===== src/rtl/ppc_pkg.sv =====
package ppc_pkg;
  localparam int unsigned DW   = 8;
  localparam int unsigned RS_W = 5;

  localparam logic [RS_W-1:0] SEL_GCR    = 5'd0;
  localparam logic [RS_W-1:0] SEL_DIR_A  = 5'd2;
  localparam logic [RS_W-1:0] SEL_DIR_B  = 5'd3;
  localparam logic [RS_W-1:0] SEL_DIR_C  = 5'd4;
  localparam logic [RS_W-1:0] SEL_CTL_A  = 5'd6;
  localparam logic [RS_W-1:0] SEL_CTL_B  = 5'd7;
  localparam logic [RS_W-1:0] SEL_DAT_A  = 5'd8;
  localparam logic [RS_W-1:0] SEL_DAT_B  = 5'd9;
  localparam logic [RS_W-1:0] SEL_DAT_C  = 5'd12;

  // general mode field [7:6] == 00 selects plain 8-bit unidirectional
  function automatic logic gcr_plain(input logic [DW-1:0] g);
    return g[DW-1 -: 2] == 2'b00;
  endfunction

  // control submode 1X selects bit I/O
  function automatic logic ctl_bitio(input logic [DW-1:0] c);
    return c[DW-1];
  endfunction

  function automatic logic sel_known(input logic [RS_W-1:0] s);
    return s inside {SEL_GCR, SEL_DIR_A, SEL_DIR_B, SEL_DIR_C,
                     SEL_CTL_A, SEL_CTL_B, SEL_DAT_A, SEL_DAT_B, SEL_DAT_C};
  endfunction
endpackage


===== src/rtl/ppc_sync2.sv =====
module ppc_sync2 #(
  parameter int unsigned W = 8
) (
  input  logic         clk_i,
  input  logic         rst_ni,
  input  logic [W-1:0] d_i,
  output logic [W-1:0] q_o
);
  logic [W-1:0] s1_q, s2_q;

  always_ff @(posedge clk_i or negedge rst_ni) begin
    if (!rst_ni) begin
      s1_q <= '0;
      s2_q <= '0;
    end else begin
      s1_q <= d_i;
      s2_q <= s1_q;
    end
  end

  assign q_o = s2_q;
endmodule


===== src/rtl/ppc_bus_ack.sv =====
module ppc_bus_ack (
  input  logic clk_i,
  input  logic rst_ni,
  input  logic cs_ni,
  output logic access_o,
  output logic ack_o,
  output logic dtack_no
);
  logic ack_q;

  // one access per select assertion, on the edge that raises ack
  assign access_o = !cs_ni && !ack_q;

  always_ff @(posedge clk_i or negedge rst_ni) begin
    if (!rst_ni)    ack_q <= 1'b0;
    else if (cs_ni) ack_q <= 1'b0;
    else            ack_q <= 1'b1;
  end

  assign ack_o    = ack_q && !cs_ni;
  assign dtack_no = !ack_o;
endmodule


===== src/rtl/ppc_port.sv =====
module ppc_port #(
  parameter int unsigned W        = 8,
  parameter bit          HAS_CTRL = 1'b1
) (
  input  logic         clk_i,
  input  logic         rst_ni,
  input  logic         wr_i,
  input  logic         sel_dir_i,
  input  logic         sel_ctl_i,
  input  logic         sel_dat_i,
  input  logic [W-1:0] wdata_i,
  input  logic         mode_ok_i,
  input  logic [W-1:0] pin_i,
  output logic [W-1:0] pin_o,
  output logic [W-1:0] pin_oe_o,
  output logic [W-1:0] dir_o,
  output logic [W-1:0] ctl_o,
  output logic [W-1:0] rd_o
);
  logic [W-1:0] dir_q, dat_q, pin_s;
  logic         drive_ok;

  always_ff @(posedge clk_i or negedge rst_ni) begin
    if (!rst_ni) begin
      dir_q <= '0;
      dat_q <= '0;
    end else if (wr_i) begin
      if (sel_dir_i) dir_q <= wdata_i;
      if (sel_dat_i) dat_q <= wdata_i;
    end
  end

  generate
    if (HAS_CTRL) begin : g_ctl
      logic [W-1:0] ctl_q;
      always_ff @(posedge clk_i or negedge rst_ni) begin
        if (!rst_ni)                 ctl_q <= '0;
        else if (wr_i && sel_ctl_i)  ctl_q <= wdata_i;
      end
      assign ctl_o    = ctl_q;
      assign drive_ok = mode_ok_i && ctl_q[W-1];
    end else begin : g_no_ctl
      logic unused_sel;
      assign unused_sel = sel_ctl_i;
      assign ctl_o      = '0;
      assign drive_ok   = mode_ok_i;
    end
  endgenerate

  ppc_sync2 #(.W(W)) i_sync (
    .clk_i (clk_i),
    .rst_ni(rst_ni),
    .d_i   (pin_i),
    .q_o   (pin_s)
  );

  assign pin_o    = dat_q;
  assign pin_oe_o = dir_q & {W{drive_ok}};
  assign dir_o    = dir_q;
  assign rd_o     = (dat_q & dir_q) | (pin_s & ~dir_q);
endmodule


===== src/rtl/par_port_ctrl.sv =====
module par_port_ctrl
  import ppc_pkg::*;
(
  input  logic            clk_i,
  input  logic            rst_ni,
  input  logic            cs_ni,
  input  logic            rw_i,
  input  logic [RS_W-1:0] rs_i,
  input  logic [DW-1:0]   data_i,
  output logic [DW-1:0]   data_o,
  output logic            dtack_no,
  input  logic [DW-1:0]   pa_i,
  output logic [DW-1:0]   pa_o,
  output logic [DW-1:0]   pa_oe_o,
  input  logic [DW-1:0]   pb_i,
  output logic [DW-1:0]   pb_o,
  output logic [DW-1:0]   pb_oe_o,
  input  logic [DW-1:0]   pc_i,
  output logic [DW-1:0]   pc_o,
  output logic [DW-1:0]   pc_oe_o
);
  logic          access, ack, wr;
  logic [DW-1:0] gcr_q;
  logic          plain;
  logic [DW-1:0] dir_a, dir_b, dir_c, ctl_a, ctl_b, ctl_c_unused;
  logic [DW-1:0] rd_a, rd_b, rd_c;
  logic [DW-1:0] rd_mux;

  ppc_bus_ack i_ack (
    .clk_i   (clk_i),
    .rst_ni  (rst_ni),
    .cs_ni   (cs_ni),
    .access_o(access),
    .ack_o   (ack),
    .dtack_no(dtack_no)
  );

  assign wr = access && !rw_i;

  always_ff @(posedge clk_i or negedge rst_ni) begin
    if (!rst_ni)                     gcr_q <= '0;
    else if (wr && rs_i == SEL_GCR)  gcr_q <= data_i;
  end

  assign plain = gcr_plain(gcr_q);

  ppc_port #(.W(DW), .HAS_CTRL(1'b1)) i_port_a (
    .clk_i    (clk_i),
    .rst_ni   (rst_ni),
    .wr_i     (wr),
    .sel_dir_i(rs_i == SEL_DIR_A),
    .sel_ctl_i(rs_i == SEL_CTL_A),
    .sel_dat_i(rs_i == SEL_DAT_A),
    .wdata_i  (data_i),
    .mode_ok_i(plain),
    .pin_i    (pa_i),
    .pin_o    (pa_o),
    .pin_oe_o (pa_oe_o),
    .dir_o    (dir_a),
    .ctl_o    (ctl_a),
    .rd_o     (rd_a)
  );

  ppc_port #(.W(DW), .HAS_CTRL(1'b1)) i_port_b (
    .clk_i    (clk_i),
    .rst_ni   (rst_ni),
    .wr_i     (wr),
    .sel_dir_i(rs_i == SEL_DIR_B),
    .sel_ctl_i(rs_i == SEL_CTL_B),
    .sel_dat_i(rs_i == SEL_DAT_B),
    .wdata_i  (data_i),
    .mode_ok_i(plain),
    .pin_i    (pb_i),
    .pin_o    (pb_o),
    .pin_oe_o (pb_oe_o),
    .dir_o    (dir_b),
    .ctl_o    (ctl_b),
    .rd_o     (rd_b)
  );

  ppc_port #(.W(DW), .HAS_CTRL(1'b0)) i_port_c (
    .clk_i    (clk_i),
    .rst_ni   (rst_ni),
    .wr_i     (wr),
    .sel_dir_i(rs_i == SEL_DIR_C),
    .sel_ctl_i(1'b0),
    .sel_dat_i(rs_i == SEL_DAT_C),
    .wdata_i  (data_i),
    .mode_ok_i(plain),
    .pin_i    (pc_i),
    .pin_o    (pc_o),
    .pin_oe_o (pc_oe_o),
    .dir_o    (dir_c),
    .ctl_o    (ctl_c_unused),
    .rd_o     (rd_c)
  );

  always_comb begin
    unique case (rs_i)
      SEL_GCR:   rd_mux = gcr_q;
      SEL_DIR_A: rd_mux = dir_a;
      SEL_DIR_B: rd_mux = dir_b;
      SEL_DIR_C: rd_mux = dir_c;
      SEL_CTL_A: rd_mux = ctl_a;
      SEL_CTL_B: rd_mux = ctl_b;
      SEL_DAT_A: rd_mux = rd_a;
      SEL_DAT_B: rd_mux = rd_b;
      SEL_DAT_C: rd_mux = rd_c;
      default:   rd_mux = '0;
    endcase
  end

  assign data_o = (ack && rw_i) ? rd_mux : '0;
endmodule


===== config.mk =====
export PLATFORM = sky130hd
export DESIGN_NAME = par_port_ctrl
export DESIGN_NICKNAME = d
export VERILOG_FILES = /design/src/rtl/ppc_pkg.sv /design/src/rtl/ppc_sync2.sv /design/src/rtl/ppc_bus_ack.sv /design/src/rtl/ppc_port.sv /design/src/rtl/par_port_ctrl.sv
export SDC_FILE = /design/constraint.sdc
export NUM_CORES = 1
export LEC_CHECK = 0
export CORE_MARGIN = 2
export CORE_UTILIZATION = 54
export CTS_BUF_LIST = sky130_fd_sc_hd__clkbuf_4 sky130_fd_sc_hd__clkbuf_8
export DETAILED_ROUTE_END_ITERATION = 7
export PLACE_DENSITY = 0.83
export SETUP_SLACK_MARGIN = 0.02
export SLEW_MARGIN = 20
export SYNTH_ARGS = -nofsm -noshare
export SYNTH_HDL_FRONTEND = slang
export SYNTH_SLANG_ARGS = --single-unit

===== constraint.sdc =====
create_clock -name clk_i -period 4.4 [get_ports clk_i]
set_input_delay 1.32 -clock clk_i [delete_from_list [all_inputs] [get_ports clk_i]]
set_output_delay 1.32 -clock clk_i [all_outputs]
set_load 0.02 [all_outputs]

==> impl_results.md <==
- CP Capture Type: output pin
- Pwr/cell area: 389 nW/um^2
- Worst endpoint required time: roughly 3.1 ns
- Drt total wl: 13200 um
- DRT iter0 DRCs: 254
- I/O Pins: 98
- H-tree depth: 4
- Post-route clock period utilization: slightly below 100%
- CTS tree: done
- Insertion delay to the later sink of the worst-skew pair: between 0.4 and 0.5 ns
- Highest clock rate: approximately 230 MHz
- Async S/R FF share, synth: 100%
- Starting utilization of the core area: 55.1%
- Routed len/inst: 21.7 um
- Die H: 101 um
- # clock sinks: 121
- Synth warn: 0
- Status: finished, final reports clean
- Area of the multi-input gates: between 1500 and 2000 um^2
- Reg area: 3030 um^2
- Met3 wire len: 1040 um
- Nets: 526
- Minimum clock period: ~4.3 ns
- Rel. slew slack: 57.0%
- Setup_tns: 0 ns
- Die Area: roughly 10000 um^2
- Crit Path Max Fanout: 6
- Pre-antenna DRT Iters: 5
- Vias in the first global route: 3842
- Worst R2R Setup Slack: 2.28 ns
- Layout cells sized above 1: 36.5%
- Via count: ~3600
- Maximum root-to-sink buffer count: 2
- FF+latch count, synth: 121
- Crit path DAT: 2.99 ns
- First-pass GRT wire length: 20500 um
- Lkg Pwr: 3.13 nW
- RSZ-0062 raised after global routing: false
- Antenna cells: 0
- DRC viols: 0
- # fillers: 589
- Syn_area_per_cell: 14.3 um^2
- Setup WS post-layout: around 0.093 ns
- Worst VDD drop: approximately 240 uV
- Clk_skew: 0.00504 ns
- Worst setup SP type: primary input
- Power, Total: ~2.6 mW
- Placed Area: 6330 um^2
- Pre-CTS setup slack: -0.670 ns
- Worst-path clk slew: 0.07 ns
- Grt total ovfl: 0
- Slew Viols, Final: 0
- Endpoints failing hold: 0
- Die X: 101 um
- Core ar.: approximately 9000 um^2
- Seq/Total Area, Yosys: 60.0%
- Setup violators final: 0
- HP Class: flip-flop to flip-flop
- Root Driver: clkbuf_8
- Area Overhead vs Synth: 33.8%
- Crit Path Category: primary input to output pin
- Row Count: 35
- Synthesized net count: 394
- Synth Cell Area: 5040 um^2
- Met2 Wirelength: 6470 um
- Worst-margin pin slew: 0.642 ns
- Hold_ws: between 0.3 and 0.4 ns
- Synth cell types: about 40
- Ys flop type: dfrtp_1
- Synth Instances: roughly 350
- All-Layer GR Usage: 27.6%
- Initial antenna violation count: 0
- CTS Buf Count: 17
- Cell area after layout: about 6700 um^2
- DRT antenna net count: 0
- # port buffers: 97
- Maxcap violations: 0
- Top Metal Used: met4
- Via/cell ratio: 5.91
- Pin count of the biggest net entering global routing: 75
- Detailed Place HPWL: around 8700 um
- WL met1: around 5300 um
- GPL Wtd Cong: 0.884
- EDFF count, synth: 0
==> final cells by class <==
class | instances | area share [%]
Clock buffer | 22 | 4.21
Tap cell | 111 | 2.06
Clock inverter | 10 | 2.11
Timing Repair Buffer | 127 | 17.8
Multi-Input combinational cell | 209 | 28.4
Sequential cell | 121 | 44.9
Inverter | 9 | 0.501
==> critical path, cell delays in order <==
cell and delay [ns]:
clkdlybuf4s15_1 0.29, or3b_4 0.46, nor3_4 0.24, buf_4 0.17, a31oi_1 0.08, a31oi_1 0.24, buf_4 0.19
==> per-stage QoR <==
step | instances | util, %
after CTS | 609 | 73.7
after detailed placement | 575 | 69.1
after floorplan | 353 | -
after global routing | 609 | 73.7
final | 609 | 73.7
after global placement | 575 | 69.1
==> logic make-up after synthesis <==
logic type / after synthesis / synth area share [%]
AOI/OAI and AO/OA: 44 / 5.93
and+or+nand+nor: 57 / 7.97
DFF: 121 / 60.0
muxes: 108 / 24.0
buffers and inverters: 23 / 2.03
==> worst paths after layout <==
path                                          end  depth (start not counted)                    start
setup / recovery                        data_o[3]                          7                  rs_i[2]
min in group asynchronous       i_port_a.pin_o[2]                          1                   rst_ni
setup reg to reg                i_port_a.dir_o[2]                          5              i_ack.ack_q
hold / removal             i_port_a.i_sync.q_o[7]                          0  i_port_a.i_sync.s1_q[7]
max in group asynchronous       i_port_b.dir_o[3]                          2                   rst_ni
hold reg to reg            i_port_a.i_sync.q_o[7]                          0  i_port_a.i_sync.s1_q[7]
==> cells in the mapped netlist, types with 5 or more instances <==
library cell	number	area, um^2
and3_1	19	119
inv_1	9	33.8
and2_1	5	31.3
a21oi_1	5	25.0
mux2i_1	13	130
a22oi_1	15	113
mux2_2	94	1060
a31oi_1	11	68.8
o22ai_1	6	37.5
clkbuf_1	7	26.3
dfrtp_1	121	3030
==> layout by cell type, fill, tap and decap left out, types with 2 or more instances in the layout <==
cell type        count
dlygate4sd2_1        4
buf_12               3
nor2_1               4
buf_2                5
and3_1              19
nand2_1              4
nor3_4               2
a31oi_1             11
clkinv_2             2
a22oi_1             15
clkinv_4             3
dfrtp_1            121
buf_6                2
mux2i_1             13
or3b_4               2
clkbuf_4             3
and2_1               5
inv_1                9
a21oi_1              5
mux2_2              94
clkbuf_8            19
o22ai_1              6
nand2_4              2
nor3_1               4
buf_4               29
bufinv_16            3
a211oi_1             3
clkdlybuf4s50_1     83
nor2_2               3
==> routing by layer <==
layer | global-route usage, % | vias to the layer above
li1 | - | 1568
met1 | 36.0 | 1824
met2 | 43.9 | 177
met3 | 6.38 | 32
met4 | 13.4 | 0
met5 | 0 | -
==> power breakdown <==
group / switching [mW] / total [mW] / internal, mW / leakage, nW
Combinational: 0.151 / 0.320 / 0.169 / 1.36
Sequential: 0.0616 / 1.25 / 1.19 / 1.55
Clock: 0.443 / 1.05 / 0.612 / 0.218
==> timing repair <==
action	CTS	global route
hold buffers	0	0
setup buffers	2	0
gates resized for setup	53	1
endpoints found under the setup margin	8	1
pin swaps	6	0
Note: power is estimated with default switching activity, not from simulation.
